## config.mk

```make
export PLATFORM = sky130hd
export DESIGN_NAME = hdlc_frame_rx
export DESIGN_NICKNAME = d
export VERILOG_FILES = /design/src/rtl/hdlc_rx_pkg.sv /design/src/rtl/hdlc_rx_linecode.sv /design/src/rtl/hdlc_rx_crc.sv /design/src/rtl/hdlc_rx_framer.sv /design/src/rtl/hdlc_frame_rx.sv
export SDC_FILE = /design/constraint.sdc
export NUM_CORES = 1
export LEC_CHECK = 0
export ABC_AREA = 1
export BUFFER_PORTS_ARGS = -buffer_cell sky130_fd_sc_hd__buf_2
export CAP_MARGIN = 0
export CELL_PAD_IN_SITES_DETAIL_PLACEMENT = 2
export CELL_PAD_IN_SITES_GLOBAL_PLACEMENT = 2
export CORE_UTILIZATION = 38
export DETAILED_ROUTE_END_ITERATION = 16
export GPL_TIMING_DRIVEN = 0
export PLACE_DENSITY = 0.77
export SLEW_MARGIN = 20
export SYNTH_ARGS = -nofsm -noshare
export SYNTH_HDL_FRONTEND = slang
export SYNTH_SLANG_ARGS = --single-unit
export TNS_END_PERCENT = 1
```

## constraint.sdc

```tcl
create_clock -name clk -period 2.6 [get_ports clk]
set_clock_uncertainty 0.1 [all_clocks]
set_input_delay 0.39 -clock clk [delete_from_list [all_inputs] [get_ports clk]]
set_output_delay 0.39 -clock clk [all_outputs]
set_load 0.05 [all_outputs]
```

## src/rtl/hdlc_rx_pkg.sv

```systemverilog
package hdlc_rx_pkg;

  typedef enum logic [1:0] {
    TAG_MID      = 2'b00,
    TAG_FIRST    = 2'b01,
    TAG_LAST_OK  = 2'b10,
    TAG_LAST_BAD = 2'b11
  } rx_tag_e;

  // per-bit line events decoded from the run of ones
  typedef struct packed {
    logic push;   // destuffed bit to be kept
    logic flag;   // closing 0 of a flag
    logic abort;  // seventh consecutive one
  } line_ev_t;

endpackage

```

## src/rtl/hdlc_rx_linecode.sv

```systemverilog
module hdlc_rx_linecode
  import hdlc_rx_pkg::*;
#(
  parameter int RUN_STUFF = 5,
  parameter int IDLE_RUN  = 15
) (
  input  logic     clk,
  input  logic     rst_n,
  input  logic     en,
  input  logic     stb,
  input  logic     bit_i,
  output line_ev_t ev,
  output logic     idle,
  output logic     goahead
);

  localparam int ONES_W = $clog2(IDLE_RUN + 1);
  localparam logic [ONES_W-1:0] K_STUFF = ONES_W'(RUN_STUFF);
  localparam logic [ONES_W-1:0] K_FLAG  = ONES_W'(RUN_STUFF + 1);
  localparam logic [ONES_W-1:0] K_ABORT = ONES_W'(RUN_STUFF + 2);
  localparam logic [ONES_W-1:0] K_IDLE  = ONES_W'(IDLE_RUN);

  logic [ONES_W-1:0] ones_q, ones_n;
  logic              ga_q, ga_n;

  always_comb begin
    ev     = '0;
    ones_n = ones_q;
    ga_n   = 1'b0;
    if (!en) begin
      ones_n = '0;
    end else if (stb) begin
      ev.push = (ones_q < K_STUFF);
      if (bit_i) begin
        ones_n   = (ones_q == K_IDLE) ? ones_q : ones_q + 1'b1;
        ev.abort = (ones_q == K_FLAG);
      end else begin
        ones_n  = '0;
        ev.flag = (ones_q == K_FLAG);
        ga_n    = (ones_q == K_ABORT);
      end
    end
  end

  always_ff @(posedge clk or negedge rst_n) begin
    if (!rst_n) begin
      ones_q <= '0;
      ga_q   <= 1'b0;
    end else begin
      ones_q <= ones_n;
      ga_q   <= ga_n;
    end
  end

  assign idle    = (ones_q == K_IDLE);
  assign goahead = ga_q;

endmodule

```

## src/rtl/hdlc_rx_crc.sv

```systemverilog
module hdlc_rx_crc #(
  parameter int              W      = 16,
  parameter logic [W-1:0]    POLY   = 16'h8408,
  parameter logic [W-1:0]    PRESET = 16'hFFFF
) (
  input  logic         clk,
  input  logic         rst_n,
  input  logic         clr,
  input  logic         en,
  input  logic         bit_i,
  output logic [W-1:0] crc
);

  logic [W-1:0] crc_q, crc_n;
  logic         fb;

  always_comb begin
    fb    = crc_q[0] ^ bit_i;
    crc_n = crc_q;
    if (clr) begin
      crc_n = PRESET;
    end else if (en) begin
      crc_n = (crc_q >> 1) ^ (fb ? POLY : '0);
    end
  end

  always_ff @(posedge clk or negedge rst_n) begin
    if (!rst_n) crc_q <= PRESET;
    else        crc_q <= crc_n;
  end

  assign crc = crc_q;

endmodule

```

## src/rtl/hdlc_rx_framer.sv

```systemverilog
module hdlc_rx_framer
  import hdlc_rx_pkg::*;
#(
  parameter int DATA_W    = 8,
  parameter int FCS_W     = 16,
  parameter int MIN_LEN   = 25,
  parameter int FULL_LEN  = 32,
  parameter int ABORT_LEN = 26,
  parameter int HOLD      = 6
) (
  input  logic              clk,
  input  logic              rst_n,
  input  logic              en,
  input  logic              stb,
  input  logic              bit_i,
  input  line_ev_t          ev,
  input  logic              crc_ok,
  output logic              crc_clr,
  output logic              crc_en,
  output logic              crc_bit,
  output logic              wr_en,
  output logic [DATA_W-1:0] wr_data,
  output logic [1:0]        wr_tag,
  output logic              abort_p
);

  localparam int PIPE   = FCS_W / DATA_W + 1;
  localparam int CNT_W  = $clog2(FULL_LEN) + 1;
  localparam int TOT_W  = CNT_W + 1;
  localparam int FILL_W = $clog2(HOLD + 1);
  localparam int IDX_W  = $clog2(DATA_W);
  localparam int BC_W   = $clog2(PIPE + 1);
  localparam logic [CNT_W-1:0]  K_MIN   = CNT_W'(MIN_LEN);
  localparam logic [CNT_W-1:0]  K_FULL  = CNT_W'(FULL_LEN);
  localparam logic [TOT_W-1:0]  K_ABORT = TOT_W'(ABORT_LEN);
  localparam logic [FILL_W-1:0] K_HOLD  = FILL_W'(HOLD);
  localparam logic [IDX_W-1:0]  K_LAST  = IDX_W'(DATA_W - 1);
  localparam logic [BC_W-1:0]   K_PIPE  = BC_W'(PIPE);

  logic                        in_q, in_n;
  logic [HOLD-1:0]             dl_q, dl_n;
  logic [FILL_W-1:0]           fill_q, fill_n;
  logic [DATA_W-1:0]           asm_q, asm_n;
  logic [IDX_W-1:0]            idx_q, idx_n;
  logic [CNT_W-1:0]            cnt_q, cnt_n;
  logic [PIPE-1:0][DATA_W-1:0] pipe_q, pipe_n;
  logic [BC_W-1:0]             bc_q, bc_n;
  logic                        first_q, first_n;
  logic                        we_q, we_n;
  logic [DATA_W-1:0]           wd_q, wd_n;
  rx_tag_e                     wt_q, wt_n;
  logic                        ab_q, ab_n;
  logic                        held;
  logic [TOT_W-1:0]            taken;

  assign held    = (bc_q == K_PIPE);
  assign taken   = {1'b0, cnt_q} + TOT_W'(fill_q);
  assign crc_bit = dl_q[HOLD-1];

  always_comb begin
    in_n    = in_q;
    dl_n    = dl_q;
    fill_n  = fill_q;
    asm_n   = asm_q;
    idx_n   = idx_q;
    cnt_n   = cnt_q;
    pipe_n  = pipe_q;
    bc_n    = bc_q;
    first_n = first_q;
    we_n    = 1'b0;
    wd_n    = wd_q;
    wt_n    = wt_q;
    ab_n    = 1'b0;
    crc_clr = 1'b0;
    crc_en  = 1'b0;
    if (!en) begin
      in_n = 1'b0;
    end else if (stb) begin
      if (ev.flag) begin
        // judge the frame that ends here, then open the next one
        if (in_q && (cnt_q >= K_MIN) && held) begin
          we_n = 1'b1;
          wd_n = pipe_q[PIPE-1];
          wt_n = ((cnt_q >= K_FULL) && (idx_q == '0) && crc_ok) ? TAG_LAST_OK : TAG_LAST_BAD;
        end
        in_n    = 1'b1;
        fill_n  = '0;
        idx_n   = '0;
        cnt_n   = '0;
        bc_n    = '0;
        first_n = 1'b1;
        crc_clr = 1'b1;
      end else if (ev.abort && in_q) begin
        in_n = 1'b0;
        if (taken >= K_ABORT) begin
          ab_n = 1'b1;
          if (held) begin
            we_n = 1'b1;
            wd_n = pipe_q[PIPE-1];
            wt_n = TAG_LAST_BAD;
          end
        end
      end else if (ev.push && in_q) begin
        dl_n = {dl_q[HOLD-2:0], bit_i};
        if (fill_q != K_HOLD) begin
          fill_n = fill_q + 1'b1;
        end else begin
          // oldest held bit is now known to be frame content
          crc_en = 1'b1;
          asm_n  = {dl_q[HOLD-1], asm_q[DATA_W-1:1]};
          idx_n  = idx_q + 1'b1;
          if (cnt_q != '1) cnt_n = cnt_q + 1'b1;
          if (idx_q == K_LAST) begin
            pipe_n = {pipe_q[PIPE-2:0], asm_n};
            if (held) begin
              we_n    = 1'b1;
              wd_n    = pipe_q[PIPE-1];
              wt_n    = first_q ? TAG_FIRST : TAG_MID;
              first_n = 1'b0;
            end else begin
              bc_n = bc_q + 1'b1;
            end
          end
        end
      end
    end
  end

  always_ff @(posedge clk or negedge rst_n) begin
    if (!rst_n) begin
      in_q    <= 1'b0;
      dl_q    <= '0;
      fill_q  <= '0;
      asm_q   <= '0;
      idx_q   <= '0;
      cnt_q   <= '0;
      pipe_q  <= '0;
      bc_q    <= '0;
      first_q <= 1'b1;
      we_q    <= 1'b0;
      wd_q    <= '0;
      wt_q    <= TAG_MID;
      ab_q    <= 1'b0;
    end else begin
      in_q    <= in_n;
      dl_q    <= dl_n;
      fill_q  <= fill_n;
      asm_q   <= asm_n;
      idx_q   <= idx_n;
      cnt_q   <= cnt_n;
      pipe_q  <= pipe_n;
      bc_q    <= bc_n;
      first_q <= first_n;
      we_q    <= we_n;
      wd_q    <= wd_n;
      wt_q    <= wt_n;
      ab_q    <= ab_n;
    end
  end

  assign wr_en   = we_q;
  assign wr_data = wd_q;
  assign wr_tag  = wt_q;
  assign abort_p = ab_q;

endmodule

```

## src/rtl/hdlc_frame_rx.sv

```systemverilog
module hdlc_frame_rx
  import hdlc_rx_pkg::*;
#(
  parameter int DATA_W    = 8,
  parameter int FCS_W     = 16,
  parameter int RUN_STUFF = 5,
  parameter int IDLE_RUN  = 15,
  parameter int MIN_LEN   = 25,
  parameter int FULL_LEN  = 32,
  parameter int ABORT_LEN = 26,
  parameter logic [FCS_W-1:0] CRC_POLY    = 16'h8408,
  parameter logic [FCS_W-1:0] CRC_PRESET  = 16'hFFFF,
  parameter logic [FCS_W-1:0] CRC_RESIDUE = 16'hF0B8
) (
  input  logic              clk,
  input  logic              rst_n,
  input  logic              rx_en,
  input  logic              bit_vld,
  input  logic              bit_in,
  output logic              wr_en,
  output logic [DATA_W-1:0] wr_data,
  output logic [1:0]        wr_tag,
  output logic              idle_o,
  output logic              abort_o,
  output logic              goahead_o
);

  localparam int HOLD = RUN_STUFF + 1;

  line_ev_t          ev;
  logic              crc_clr, crc_en, crc_bit;
  logic [FCS_W-1:0]  crc;

  hdlc_rx_linecode #(
    .RUN_STUFF (RUN_STUFF),
    .IDLE_RUN  (IDLE_RUN)
  ) u_line (
    .clk     (clk),
    .rst_n   (rst_n),
    .en      (rx_en),
    .stb     (bit_vld),
    .bit_i   (bit_in),
    .ev      (ev),
    .idle    (idle_o),
    .goahead (goahead_o)
  );

  hdlc_rx_crc #(
    .W      (FCS_W),
    .POLY   (CRC_POLY),
    .PRESET (CRC_PRESET)
  ) u_crc (
    .clk   (clk),
    .rst_n (rst_n),
    .clr   (crc_clr),
    .en    (crc_en),
    .bit_i (crc_bit),
    .crc   (crc)
  );

  hdlc_rx_framer #(
    .DATA_W    (DATA_W),
    .FCS_W     (FCS_W),
    .MIN_LEN   (MIN_LEN),
    .FULL_LEN  (FULL_LEN),
    .ABORT_LEN (ABORT_LEN),
    .HOLD      (HOLD)
  ) u_frm (
    .clk     (clk),
    .rst_n   (rst_n),
    .en      (rx_en),
    .stb     (bit_vld),
    .bit_i   (bit_in),
    .ev      (ev),
    .crc_ok  (crc == CRC_RESIDUE),
    .crc_clr (crc_clr),
    .crc_en  (crc_en),
    .crc_bit (crc_bit),
    .wr_en   (wr_en),
    .wr_data (wr_data),
    .wr_tag  (wr_tag),
    .abort_p (abort_o)
  );

endmodule

```

# After elaboration in Yosys (flattened, before gate mapping)
# Cells that the tools add are included.
# W data, S select, Z words.
dict set report op_classes {
  add_sub_neg 6
  magnitude_cmp 4
  eq_ne 17
  mux 86
  bitwise 5
  n_reduce_logical 27
}
# cell n
set ops {}
lappend ops {{$mux W8} 8}
lappend ops {{$mux W16} 3}
lappend ops {{$mux W1} 41}
lappend ops {{$mux W2} 15}
lappend ops {{$mux W3} 10}
lappend ops {{$mux W6} 5}
lappend ops {{$reduce_and A7 Y1} 4}
lappend ops {{$eq A16 B16 Y1 const B} 1}
lappend ops {{$mux W4} 4}
lappend ops {{$xor A15 B16 Y16} 1}
lappend ops {{$reduce_and A5 Y1} 3}
lappend ops {{$reduce_and A6 Y1} 2}
lappend ops {{$reduce_bool A2 Y1} 6}
lappend ops {{$ne A3 B3 Y1 const B} 3}
lappend ops {{$eq A4 B3 Y1 const B} 2}
lappend ops {{$reduce_and A8 Y1} 1}
lappend ops {{$add A6 B3 Y7} 1}
lappend ops {{$ge A7 B5 Y1 const B} 1}
lappend ops {{$add A3 B1 Y3 const B} 2}
lappend ops {{$add A6 B1 Y6 const B} 1}
lappend ops {{$ge A6 B5 Y1 const B} 1}
lappend ops {{$ge A6 B6 Y1 const B} 1}
lappend ops {{$logic_and A1 B1 Y1} 6}
lappend ops {{$ne A2 B2 Y1 const B} 3}
lappend ops {{15 further kinds} 20}
dict set report word_totals {
  ff_bits 87
  input_bits 5
  out_inout_bits 14
  wordCells 163
}

# Depth between registers and ports, before layout
# Gate-level depths: netlist (run 1).
dict set report logic_depth {
  depth_word 12
  ltp_mapped 14
  ltp_nobuf 13
}

# By module
# From an unflattened synthesis (run 1), not the netlist that was laid out.
dict set report unflattened {
  cells_unflattened 478
  area_unflattened_um2 4241.6
}
# module n_inst cells_per_inst area_each_um2 seq_area_each_um2
set by_module_without_submodules {}
lappend by_module_without_submodules {hdlc_rx_framer 1 343 3096.7 1627.8}
lappend by_module_without_submodules {hdlc_rx_crc 1 68 733.2 420.4}
lappend by_module_without_submodules {hdlc_rx_linecode 1 44 325.3 125.1}
lappend by_module_without_submodules {hdlc_frame_rx 1 23 86.3 0.0}

# Least setup slack after synthesis (run 1)
# Ideal clock, no wire load.
dict set report synth_timing {
  path_kind {register to register}
  from {register u_frm.cnt_q[0]}
  to {register u_frm.wd_q[0] (netlist: u_frm.wr_data[0])}
  arrival_ns 1.986
  path_slack_ns 0.448
  stages_incl_launch_ff 14
  path_cell_list {dfrtp_1 > ha_1 > inv_1 > fa_1 > inv_1 > nand3_1 > nand2_1 > nand2_1 > nand2_1 > nand3_1 > nand3_1 > clkbuf_1 > nand3_1 > nand2_1}
}
dict set report synth_via {
  elab_chain_len 5
  word_cells_on_any_way 8
  cone_classes {add/sub (1); order compare (2); eq/ne (2); reduce/logical (3)}
}
# element line
set synth_lines {}
lappend synth_lines {{start: declaration} hdlc_rx_framer.sv:45} ;# logic [CNT_W-1:0] cnt_q, cnt_n;
lappend synth_lines {{start signal: assignment} hdlc_rx_framer.sv:150} ;# cnt_q <= cnt_n;
lappend synth_lines {{branches (longest 4 deep; another with $add A6 B3 Y7)} --}
lappend synth_lines {{$reduce_and A7 Y1 (no line) (*)} --}
lappend synth_lines {{end signal: assignment} hdlc_rx_framer.sv:155} ;# wd_q <= wd_n;
lappend synth_lines {{end: declaration} hdlc_rx_framer.sv:50} ;# logic [DATA_W-1:0] wd_q, wd_n;
# Mark *: on every way between the ends.
# A chain may end at the register's enable or synchronous reset.

# Final worst setup path (run 1)
dict set report layout_timing {
  from {register u_frm.cnt_q[0]}
  to {register u_frm.wd_q[2] (netlist: u_frm.wr_data[2])}
}
# The elaborated chain is that of the path after synthesis.

==> summary.txt, run 1 <==
Status
  • Status: finished clean

Run
  • Max cap viols: 0

Setup path
  • Crit path launch type: register
  • Worst Setup Path Type: register to register
  • R2R depth: 14
  • Critical-path cell list: ha_1 -> inv_1 -> fa_1 -> inv_1 -> nand3_1 -> nand2_1 -> nand2_1 -> nand2_1 -> nand3_1 -> nand3_1 -> nand2_1 -> buf_2 -> nand2_1 -> nand2_1
  • Crit path arrival time: 2.50 ns
  • FF-to-FF setup slack: 0.26 ns
  • FF-to-FF End: u_frm.wr_data[2]$_DFFE_PN0P_
  • Critical Path Fanout Max: 10
  • Critical Path RT: 2.76 ns
  • Slowest cell on the critical path: fa_1
  • Critical path endpoint category: register
  • Crit path launch: u_frm.cnt_q[0]$_DFFE_PN0P_
  • Max incr delay on CP: 0.44 ns
  • Buf/Inv on CP: 3
  • Worst reg2reg path startpoint: u_frm.cnt_q[0]$_DFFE_PN0P_
  • Most frequent CP cell: nand2_1
  • Largest delay share family, worst path: simple AND/OR/NAND/NOR gates

Die
  • DIE AREA: 11500 µm²
  • Die X: 107 µm
  • Starting Density: 0.399
  • Num rows: 37
  • Chip height: 107 µm
  • Ports: 19
  • Core Area: 10500 µm²

Layout
  • Fin area: 4690 µm²
  • Diode count: 0
  • Share of cells above drive strength 1: 0.184
  • Fillers: 1183
  • Synth-to-Final Area Change: 11.9%
  • Non-filler cells in the finished layout: 648
  • Nets@finish: 528

Synth
  • Number of synthesized register bits: 86
  • Syn Area/Cell: 8.81 µm²
  • Ys Warns: 0
  • Cells after Synth: 476
  • Syn nets: 497
  • Sequential element share of the synthesized area: 0.518
  • Count of cell types in the netlist: 30
  • Mapped cell area: 4200 µm²

Drt
  • Met2 wire len: 5000 µm
  • Via count: 3231
  • Post-DR wirelength/cell: 15.8 µm
  • # DRC: 0
  • DRT Pass-1 Iters: 4
  • WL met3: 178 µm
  • Met1 wire length: 4900 µm
  • Max layer used: met4
  • Via/cell ratio: 4.99
  • Routed WL: 10200 µm
  • Post-DRT Antenna Nets: 0
  • DR iter-0 viols: 107

Global routing
  • Global route total overflow: 0
  • GRT Overall Usage: 0.202
  • Number of global-route vias before repair: 3645
  • Largest net degree at the start of global routing: 56
  • Antenna violations before repair: 0
  • First-pass GRT wire length: 17800 µm

Clocking
  • # H-tree levels: 3
  • Worst skew pair latency: 0.37 ns
  • Post-CTS Setup Repair Bufs: 0
  • Max clock buf depth: 2
  • Clk slew on worst S/H paths: 0.10 ns
  • Inserted Clock Buffers: 9
  • Root Buffer: clkbuf_8
  • Clk sink count: 86
  • CTS tree: done

Timing
  • Actual slew at the worst max-slew pin: 0.502 ns
  • Period minus WS final: 2.34 ns
  • Slew Limit Fails: 0
  • Max frequency: 0.428 GHz
  • Final worst path period share: 0.900
  • RSZ-0062 raised after global routing: no
  • Hold Slack: 0.221 ns
  • Hold Fails Final Rpt: 0
  • Final setup TNS: 0 ns
  • Final setup vio count: 0
  • Slew HR: 0.665

Pwr
  • Sw Pwr: 607 µW
  • Flop pwr share: 0.558
  • Int Pwr: 1830 µW
  • VDD IR max: 0.000207 V
  • Clock Power Share: 0.400
  • Sw frac: 0.249
  • Pwr dens: 520 nW/µm²
  • Comb pwr share: 0.042
  • LEAKAGE: 0.00251 µW

Place
  • Hpwl dp: 7530 µm
  • Area post-placement: 4490 µm²
  • Placer Congestion: 0.768
  • Placed cell count: 631
  • Port buffer count: 18

Hold path
  • Hold_sp: rx_en
  • Hold EP: u_line.ones_q[3]$_DFFE_PN0P_
  • WHS Path Cells: 3
  • Min-delay worst type: input port to register
[sequential cells by signal, indices dropped and copies added (netlist names), 2 cells and up]
name and cells:
u_frm.pipe_q 24, u_crc.crc 16, u_frm.wr_data 8, u_frm.asm_q 7, u_frm.cnt_q 6, u_frm.dl_q 6, u_line.ones_q 4, u_frm.fill_q 3
u_frm.idx_q 3, u_frm.bc_q 2, u_frm.wr_tag 2
[power by group through the flow]
stage	combinational [µW]	clock (µW)	sequential (µW)
floorplan	50.7	0	1380
global placement	94.9	0	1390
detailed placement	106	0	1390
CTS	108	1010	1360
global route	123	1050	1360
finish	103	977	1360
[through the flow]
stage               worst slack (ns)   util  power [µW]
finish                         0.261  0.447        2440
global route                  0.0269  0.447        2540
CTS                           0.0143  0.446        2480
detailed placement            0.0346  0.427        1490
global placement              0.0831  0.424        1480
floorplan                      0.448      -        1440
[final cells by class]
cell class,count,area (µm²),share of cell area
plain buffers,18,131,0.0280
clock buffers,10,128,0.0272
multi-input cells,313,1670,0.356
inverters,59,221,0.0472
repair buffers,20,130,0.0277
well taps,136,170,0.0362
flip-flops and latches,86,2170,0.463
clock inverters,6,68.8,0.0147
[cell usage after synthesis (all sizes together)]
master / count / area share
nand2: 123 / 0.12
dfrtp: 69 / 0.41
inv: 59 / 0.053
nand3: 55 / 0.066
o21ai: 46 / 0.061
nor2: 27 / 0.034
a21oi: 17 / 0.020
dfstp: 17 / 0.11
buf: 15 / 0.028
ha: 15 / 0.045
nand4: 7 / 0.010
xor2: 6 / 0.013
a22oi: 4 / 0.0072
nor3: 4 / 0.0048
clkbuf: 3 / 0.0027
o31ai: 3 / 0.0054
xnor2: 2 / 0.0042
a211oi: 1 / 0.0018
fa: 1 / 0.0048
o21a: 1 / 0.0018
or2: 1 / 0.0015
[cells by family (layout without fill, tap and decap cells)]
group,Yosys count,after routing,share of synthesized area
AO/OA/AOI/OAI,72,72,0.0975
XOR/XNOR,8,8,0.0167
adder cells (fa/ha/maj),16,16,0.0495
buffers and inverters,77,113,0.0838
flip-flops,86,86,0.518
AND/OR/NAND/NOR,217,217,0.234
[placed cells by master (no fill, tap or decap), types with 2 or more instances in the layout]
cell / count
inv_1: 56
o21ai_1: 15
nor2_1: 22
xor2_1: 6
nand3_1: 55
inv_2: 3
ha_1: 15
nand2_4: 2
nand2_2: 8
nand2_1: 113
nor2_8: 2
inv_6: 2
nor3_1: 4
buf_2: 23
dfstp_2: 17
nor2_2: 3
buf_4: 6
a22oi_1: 4
o21ai_2: 7
o31ai_1: 3
nand4_1: 7
clkbuf_1: 3
xnor2_1: 2
buf_6: 5
o21ai_0: 24
clkbuf_8: 9
dfrtp_1: 68
a21oi_1: 17
[per-layer routing]
| metal | GRT usage | up-vias |
|---|---|---|
| li1 | - | 1591 |
| met1 | 0.257 | 1607 |
| met2 | 0.347 | 22 |
| met3 | 0.0347 | 11 |
| met4 | 0.0685 | 0 |
| met5 | 0 | - |
[how the worst max path moves through the flow]
stage	end	slack, ns	depth (start not counted)
3_3_place_gp	u_frm.wr_tag[1]$_DFFE_PN0P_	0.08	13
5_1_grt	u_frm.wr_data[2]$_DFFE_PN0P_	0.03	14
2_1_floorplan	u_frm.wr_data[0]$_DFFE_PN0P_	0.45	13
3_5_place_dp	u_frm.wr_tag[1]$_DFFE_PN0P_	0.03	13
6_report	u_frm.wr_data[2]$_DFFE_PN0P_	0.26	14
4_1_cts	u_frm.wr_tag[1]$_DFFE_PN0P_	0.01	13
[what timing repair did]
item,4_1_cts,5_1_grt
endpoints found under the hold margin,17,0
hold buffers,1,0
setup endpoints to repair,0,10
resized for setup,0,4
[worst min-delay path, delay by kind of cell]
kind,cells,cell delay [ns]
buf+inv,1,0.13
compound gates,1,0.07
simple gates,1,0.08
Note: power is estimated with default switching activity, not from simulation.
==> run 2: changes to the inputs <==
--- a/config.mk
+++ b/config.mk
@@ -10,10 +10,11 @@
 export CAP_MARGIN = 0
 export CELL_PAD_IN_SITES_DETAIL_PLACEMENT = 2
 export CELL_PAD_IN_SITES_GLOBAL_PLACEMENT = 2
-export CORE_UTILIZATION = 38
+export CORE_UTILIZATION = 40
+export CTS_BUF_LIST = sky130_fd_sc_hd__clkbuf_8
 export DETAILED_ROUTE_END_ITERATION = 16
 export GPL_TIMING_DRIVEN = 0
-export PLACE_DENSITY = 0.77
+export PLACE_DENSITY = 0.81
 export SLEW_MARGIN = 20
 export SYNTH_ARGS = -nofsm -noshare
 export SYNTH_HDL_FRONTEND = slang
==> summary.txt, run 2 (synthesis gave the netlist of run 1 again) <==
Drt
  • DR iter-0 viols: 125 (+17%)
  • Via/cell ratio: 5.08 (+2.0%)
  • Post-DR wirelength/cell: 16.1 µm (+2.0%)
  • Routed WL: 10400 µm (+2.0%)
  • Via count: 3295 (+2.0%)
  • # DRC: 0 (unchanged)
  • DRT Pass-1 Iters: 4 (unchanged)
  • Post-DRT Antenna Nets: 0 (unchanged)

Clocking
  • Clk sink count: 86 (unchanged)
  • Post-CTS Setup Repair Bufs: 0 (unchanged)
  • # H-tree levels: 3 (unchanged)
  • CTS tree: done
  • Max clock buf depth: 2 (unchanged)
  • Root Buffer: clkbuf_8
  • Inserted Clock Buffers: 9 (unchanged)
  • Clk slew on worst S/H paths: 0.09 ns (about the same)
  • Worst skew pair latency: 0.35 ns (-0.02 ns)

Layout
  • Utilization after layout: 0.461 (+0.0141)
  • Diode count: 0 (unchanged)
  • Largest Register: u_frm.pipe_q
  • Number of flip-flops under the largest register name: 24 (unchanged)
  • Synth-to-Final Area Change: 12.4%
  • Commonest non-fill, non-tap cell in the layout: nand2_1
  • Share of cells above drive strength 1: 0.182 (-0.00195)
  • Most frequent cells in the layout: nand2_1 (113), dfrtp_1 (68), inv_1 (58), nand3_1 (55), o21ai_0 (24)
  • Nets@finish: 528 (unchanged)

Place
  • Port buffer count: 18 (unchanged)
  • Hpwl dp: 7590 µm (+0.75%)
  • Placer Congestion: 0.744 (-3.0%)
  • Dpl ws: 0.0423 ns (+0.00772 ns)

Setup path
  • R2R depth: 13 (-1)
  • Critical path endpoint category: register
  • Critical Path Fanout Max: 10 (unchanged)
  • Crit path launch type: register
  • Crit path arrival time: 2.52 ns (+0.02 ns)
  • Critical Path RT: 2.80 ns (+0.04 ns)
  • Worst Setup Path Type: register to register

Timing
  • Hold Fails Final Rpt: 0 (unchanged)
  • Final setup vio count: 0 (unchanged)
  • Final setup TNS: 0 ns (unchanged)
  • Final worst slack: 0.282 ns (+0.0206 ns)
  • Final worst path period share: 0.892 (-0.00792)
  • Max frequency: 0.431 GHz (+0.89%)
  • Slew HR: 0.651 (-0.0142)
  • Actual slew at the worst max-slew pin: 0.520 ns (+0.0175 ns)
  • RSZ-0062 raised after global routing: no
  • Period minus WS final: 2.32 ns (-0.0206 ns)
  • Slew Limit Fails: 0 (unchanged)

Pwr
  • Int Pwr: 1920 µW (+4.7%)
  • Sw Pwr: 576 µW (-5.1%)
  • VDD IR max: 0.000413 V (+100%)
  • Clock Power Share: 0.413 (+0.013)
  • Sw frac: 0.231 (-0.0180)
  • Pwr dens: 530 nW/µm² (+1.8%)
  • Comb pwr share: 0.042 (about the same)
  • LEAKAGE: 0.00252 µW (+0.64%)
  • Flop pwr share: 0.545 (-0.013)

Status
  • Status: finished clean

Hold path
  • WHS Path Cells: 3 (unchanged)
  • Min-delay worst type: input port to register

Die
  • Ports: 19 (unchanged)
  • Num rows: 37 (unchanged)
  • DIE AREA: 10900 µm² (-4.9%)
  • Core Area: 10200 µm² (-2.6%)
  • Chip height: 104 µm (-2.5%)
  • Die X: 104 µm (-2.5%)
  • Starting Density: 0.410 (+0.0108)

Global routing
  • First-pass GRT wire length: 18000 µm (+1.2%)
  • GRT Overall Usage: 0.209 (+0.00662)
  • Antenna violations before repair: 0 (unchanged)
  • Largest net degree at the start of global routing: 53 (-5.4%)
  • Global route total overflow: 0 (unchanged)
  • Number of global-route vias before repair: 3673 (+0.77%)

Run
  • Max cap viols: 0 (unchanged)
[run 2: cell count changes in the layout (fill, tap and decap cells not counted), sizes merged]
cell | previous run | this run
buf | 35 | 34
bufinv | 1 | 2
[run 2: power by group through the flow]
stage | combinational, µW | clock, µW | sequential [µW]
detailed placement | 106 | 0 | 1390
global route | 121 | 1120 | 1360
CTS | 108 | 1060 | 1360
finish | 104 | 1030 | 1360
floorplan | 50.7 | 0 | 1380
global placement | 94.1 | 0 | 1390
[run 2: metal layers]
layer | up-vias | wire [µm] | global-route usage
li1 | 1595 | - | -
met1 | 1669 | 4910 | 0.268
met2 | 25 | 5250 | 0.363
met3 | 6 | 179 | 0.0376
met4 | 0 | 89 | 0.0520
met5 | - | 0 | 0
[run 2: timing repair]
item	in CTS	in global routing
gates resized for setup	0	3
hold buffers	1	0
setup endpoints to repair	0	10
endpoints found under the hold margin	33	0
[run 2: critical path: stages, from the launching register on]
cell,delay [ns]
dfrtp_2,0.43
ha_1,0.18
inv_1,0.06
fa_1,0.44
inv_1,0.09
nand3_1,0.12
nand2_1,0.09
nand2_1,0.05
nand2_1,0.06
nand3_1,0.10
nand3_1,0.12
clkbuf_2,0.23
nand3_1,0.12
nand2_1,0.08
[run 2: final timing paths]
| check | from | to | slack, ns |
|---|---|---|---|
| worst max register to register | u_frm.cnt_q[0]$_DFFE_PN0P_ | u_frm.wr_data[4]$_DFFE_PN0P_ | 0.28 |
| worst max-delay path | u_frm.cnt_q[0]$_DFFE_PN0P_ | u_frm.wr_data[4]$_DFFE_PN0P_ | 0.28 |
| worst min-delay path | rx_en | u_frm.in_q$_DFFE_PN0P_ | 0.24 |
| min in group asynchronous | rst_n | u_frm.wr_data[0]$_DFFE_PN0P_ | 0.44 |
| max in group asynchronous | rst_n | u_crc.crc[9]$_DFFE_PN1P_ | 1.26 |
| worst min register to register | u_frm.wr_tag[1]$_DFFE_PN0P_ | u_frm.wr_tag[1]$_DFFE_PN0P_ | 0.37 |
[run 2: layout make-up]
cell class,count,area (µm²)
well taps,136,170
clock inverters,7,92.6
repair buffers,20,130
clock buffers,9,124
fillers,1153,5520
plain buffers,18,131
multi-input cells,313,1670
inverters,59,221
flip-flops and latches,86,2170
[run 2: metrics by stage]
stage	hold slack (ns)	total power, µW	cell area [µm²]	std cells
after floorplan	-0.00559	1440	4200	476
after global placement	0.349	1480	4460	630
after detailed placement	0.289	1490	4490	631
after CTS	0.224	2530	4710	648
after global routing	0.251	2600	4710	648
final	0.243	2500	4710	648
==> run 3: changes to the inputs <==
--- a/config.mk
+++ b/config.mk
@@ -14,7 +14,7 @@
 export CTS_BUF_LIST = sky130_fd_sc_hd__clkbuf_8
 export DETAILED_ROUTE_END_ITERATION = 16
 export GPL_TIMING_DRIVEN = 0
-export PLACE_DENSITY = 0.81
+export PLACE_DENSITY = 0.93
 export SLEW_MARGIN = 20
 export SYNTH_ARGS = -nofsm -noshare
 export SYNTH_HDL_FRONTEND = slang
==> summary.txt, run 3 (synthesis gave the netlist of run 1 again) <==
Global routing
  • Largest net degree at the start of global routing: 54 (+1.9%)
  • Met1 usage: 0.330 (+0.0616)
  • GR met2 Demand/Resource: 0.451 (+0.0880)
  • Global route total overflow: 0 (unchanged)
  • Most used routing layer: met2
  • GRT Overall Usage: 0.261 (+0.0523)
  • Number of global-route vias before repair: 3925 (+6.9%)
  • Grt met3 use: 0.0376 (unchanged)
  • Antenna violations before repair: 0 (unchanged)
  • First-pass GRT wire length: 21800 µm (+21%)

Layout
  • Synth-to-Final Area Change: 11.8%
  • Fillers: 1138 (-1.3%)
  • Nets@finish: 528 (unchanged)
  • Largest Register: u_frm.pipe_q
  • Commonest non-fill, non-tap cell in the layout: nand2_1
  • Number of flip-flops under the largest register name: 24 (unchanged)
  • Utilization after layout: 0.458 (-0.00257)
  • Share of cells above drive strength 1: 0.189 (+0.00781)
  • Most frequent cells in the layout: nand2_1 (113), dfrtp_1 (68), inv_1 (56), nand3_1 (54), o21ai_0 (24)
  • Diode count: 0 (unchanged)

Setup path
  • Critical-path cell list: ha_1 -> inv_1 -> fa_1 -> inv_1 -> nand3_1 -> nand2_1 -> nand2_1 -> nand2_1 -> nand3_1 -> nand3_2 -> nand2_1 -> buf_2 -> nand2_1 -> nand2_1
  • Worst Setup Path Type: register to register
  • Critical Path Fanout Max: 10 (unchanged)
  • R2R depth: 14 (+1)
  • FF-to-FF setup slack: 0.14 ns (-0.15 ns)
  • Crit path launch: u_frm.cnt_q[0]$_DFFE_PN0P_
  • Slowest cell on the critical path: fa_1
  • Critical Path End: u_frm.wr_data[7]$_DFFE_PN0P_
  • Largest delay share family, worst path: simple AND/OR/NAND/NOR gates
  • CP Depth: 14 (+1)
  • Buf/Inv on CP: 3 (unchanged)
  • Critical path endpoint category: register
  • Worst reg2reg path startpoint: u_frm.cnt_q[0]$_DFFE_PN0P_
  • Crit path arrival time: 2.61 ns (+0.09 ns)
  • Critical Path RT: 2.74 ns (-0.06 ns)
  • FF-to-FF End: u_frm.wr_data[7]$_DFFE_PN0P_
  • Crit path launch type: register
  • Most frequent CP cell: nand2_1
  • Max incr delay on CP: 0.45 ns (about the same)

Timing
  • Actual slew at the worst max-slew pin: 0.485 ns (-0.0344 ns)
  • Slew Limit Fails: 0 (unchanged)
  • RSZ-0062 raised after global routing: yes
  • Hold Slack: 0.259 ns (+0.0163 ns)
  • Slew HR: 0.676 (+0.0254)
  • Final worst path period share: 0.948 (+0.0563)
  • Final setup vio count: 0 (unchanged)
  • Period minus WS final: 2.46 ns (+0.146 ns)
  • Max frequency: 0.406 GHz (-5.9%)
  • Hold Fails Final Rpt: 0 (unchanged)

Place
  • Hpwl dp: 9210 µm (+21%)
  • Placer Congestion: 0.776 (+4.2%)
  • Port buffer count: 18 (unchanged)

Die
  • Core Area: 10200 µm² (unchanged)
  • Num rows: 37 (unchanged)
  • Starting Density: 0.410 (unchanged)
  • DIE AREA: 10900 µm² (unchanged)
  • Chip height: 104 µm (unchanged)
  • Die X: 104 µm (unchanged)
  • Ports: 19 (unchanged)

Drt
  • Routed WL: 13000 µm (+24%)
  • Post-DRT Antenna Nets: 0 (unchanged)
  • # DRC: 0 (unchanged)
  • DRT Pass-1 Iters: 4 (unchanged)
  • Post-DR wirelength/cell: 20.0 µm (+24%)
  • DR iter-0 viols: 166 (+33%)
  • Via/cell ratio: 5.32 (+4.6%)
  • Via count: 3447 (+4.6%)

Status
  • Status: finished clean

Pwr
  • VDD IR max: 0.000223 V (-46%)
  • Pwr dens: 507 nW/µm² (-4.3%)
  • LEAKAGE: 0.00250 µW (-1.1%)
  • Tot Pwr: 2380 µW (-4.8%)

Clocking
  • CTS tree: done
  • Clk sink count: 86 (unchanged)
  • Worst skew pair latency: 0.37 ns (+0.02 ns)
  • Root Buffer: clkbuf_8
  • Max clock buf depth: 2 (unchanged)
  • # H-tree levels: 3 (unchanged)
  • Clk slew on worst S/H paths: 0.09 ns (about the same)
  • Inserted Clock Buffers: 9 (unchanged)

Run
  • Max cap viols: 0 (unchanged)

Hold path
  • Hold_sp: rx_en
  • Min-delay worst type: input port to register
[run 3: cell type report]
| cell class | count | area, µm² | share of cell area |
|---|---|---|---|
| plain buffers | 18 | 131 | 0.0280 |
| multi-input cells | 313 | 1680 | 0.358 |
| well taps | 136 | 170 | 0.0363 |
| clock inverters | 6 | 45.0 | 0.00961 |
| clock buffers | 10 | 138 | 0.0294 |
| inverters | 59 | 221 | 0.0472 |
| repair buffers | 20 | 130 | 0.0278 |
| flip-flops and latches | 86 | 2170 | 0.464 |
[run 3: how the worst min path moves through the flow]
stage | endpoint | slack [ns] | depth (start not counted)
global placement | u_frm.wr_data[6]$_DFFE_PN0P_ | 0.35 | 2
finish | u_frm.in_q$_DFFE_PN0P_ | 0.26 | 3
floorplan | u_frm.abort_p$_DFF_PN0_ | -0.006 | 0
CTS | u_frm.in_q$_DFFE_PN0P_ | 0.24 | 3
global route | u_frm.in_q$_DFFE_PN0P_ | 0.28 | 3
detailed placement | u_frm.wr_data[3]$_DFFE_PN0P_ | 0.28 | 1
[run 3: per-stage QoR]
step,worst slack [ns],setup TNS [ns],instances,area (µm²)
finish,0.135,0,648,4690
detailed placement,-0.140,-0.984,631,4490
CTS,0.0363,0,648,4680
global route,-0.0267,-0.0434,648,4690
floorplan,0.448,0,476,4200
global placement,0.0913,0,630,4460
[run 3: what timing repair did]
item,4_1_cts,5_1_grt
resized for setup,1,4
hold buffers,1,0
hold endpoints to repair,33,0
setup endpoints to repair,10,40
buffers inserted,0,0
[run 3: routing by layer]
layer / vias up / part of all wire
met3: 22 / 0.018
met2: 39 / 0.52
met1: 1792 / 0.44
li1: 1594 / -
met5: - / 0
met4: 0 / 0.024
[run 3: worst reg2reg max path, delay by kind of cell, from the launching register on]
| family | cells | cell delay, ns |
|---|---|---|
| and+or+nand+nor | 9 | 0.82 |
| adders and majority gates | 2 | 0.64 |
| DFF | 1 | 0.43 |
| buffers and inverters | 3 | 0.35 |
[run 3: power by group]
group | leakage, µW | internal [µW] | switching, µW
Clock | 0.0000849 | 377 | 527
Sequential | 0.00104 | 1350 | 12.0
Combinational | 0.00137 | 31.4 | 77.5
Total | 0.00250 | 1760 | 617
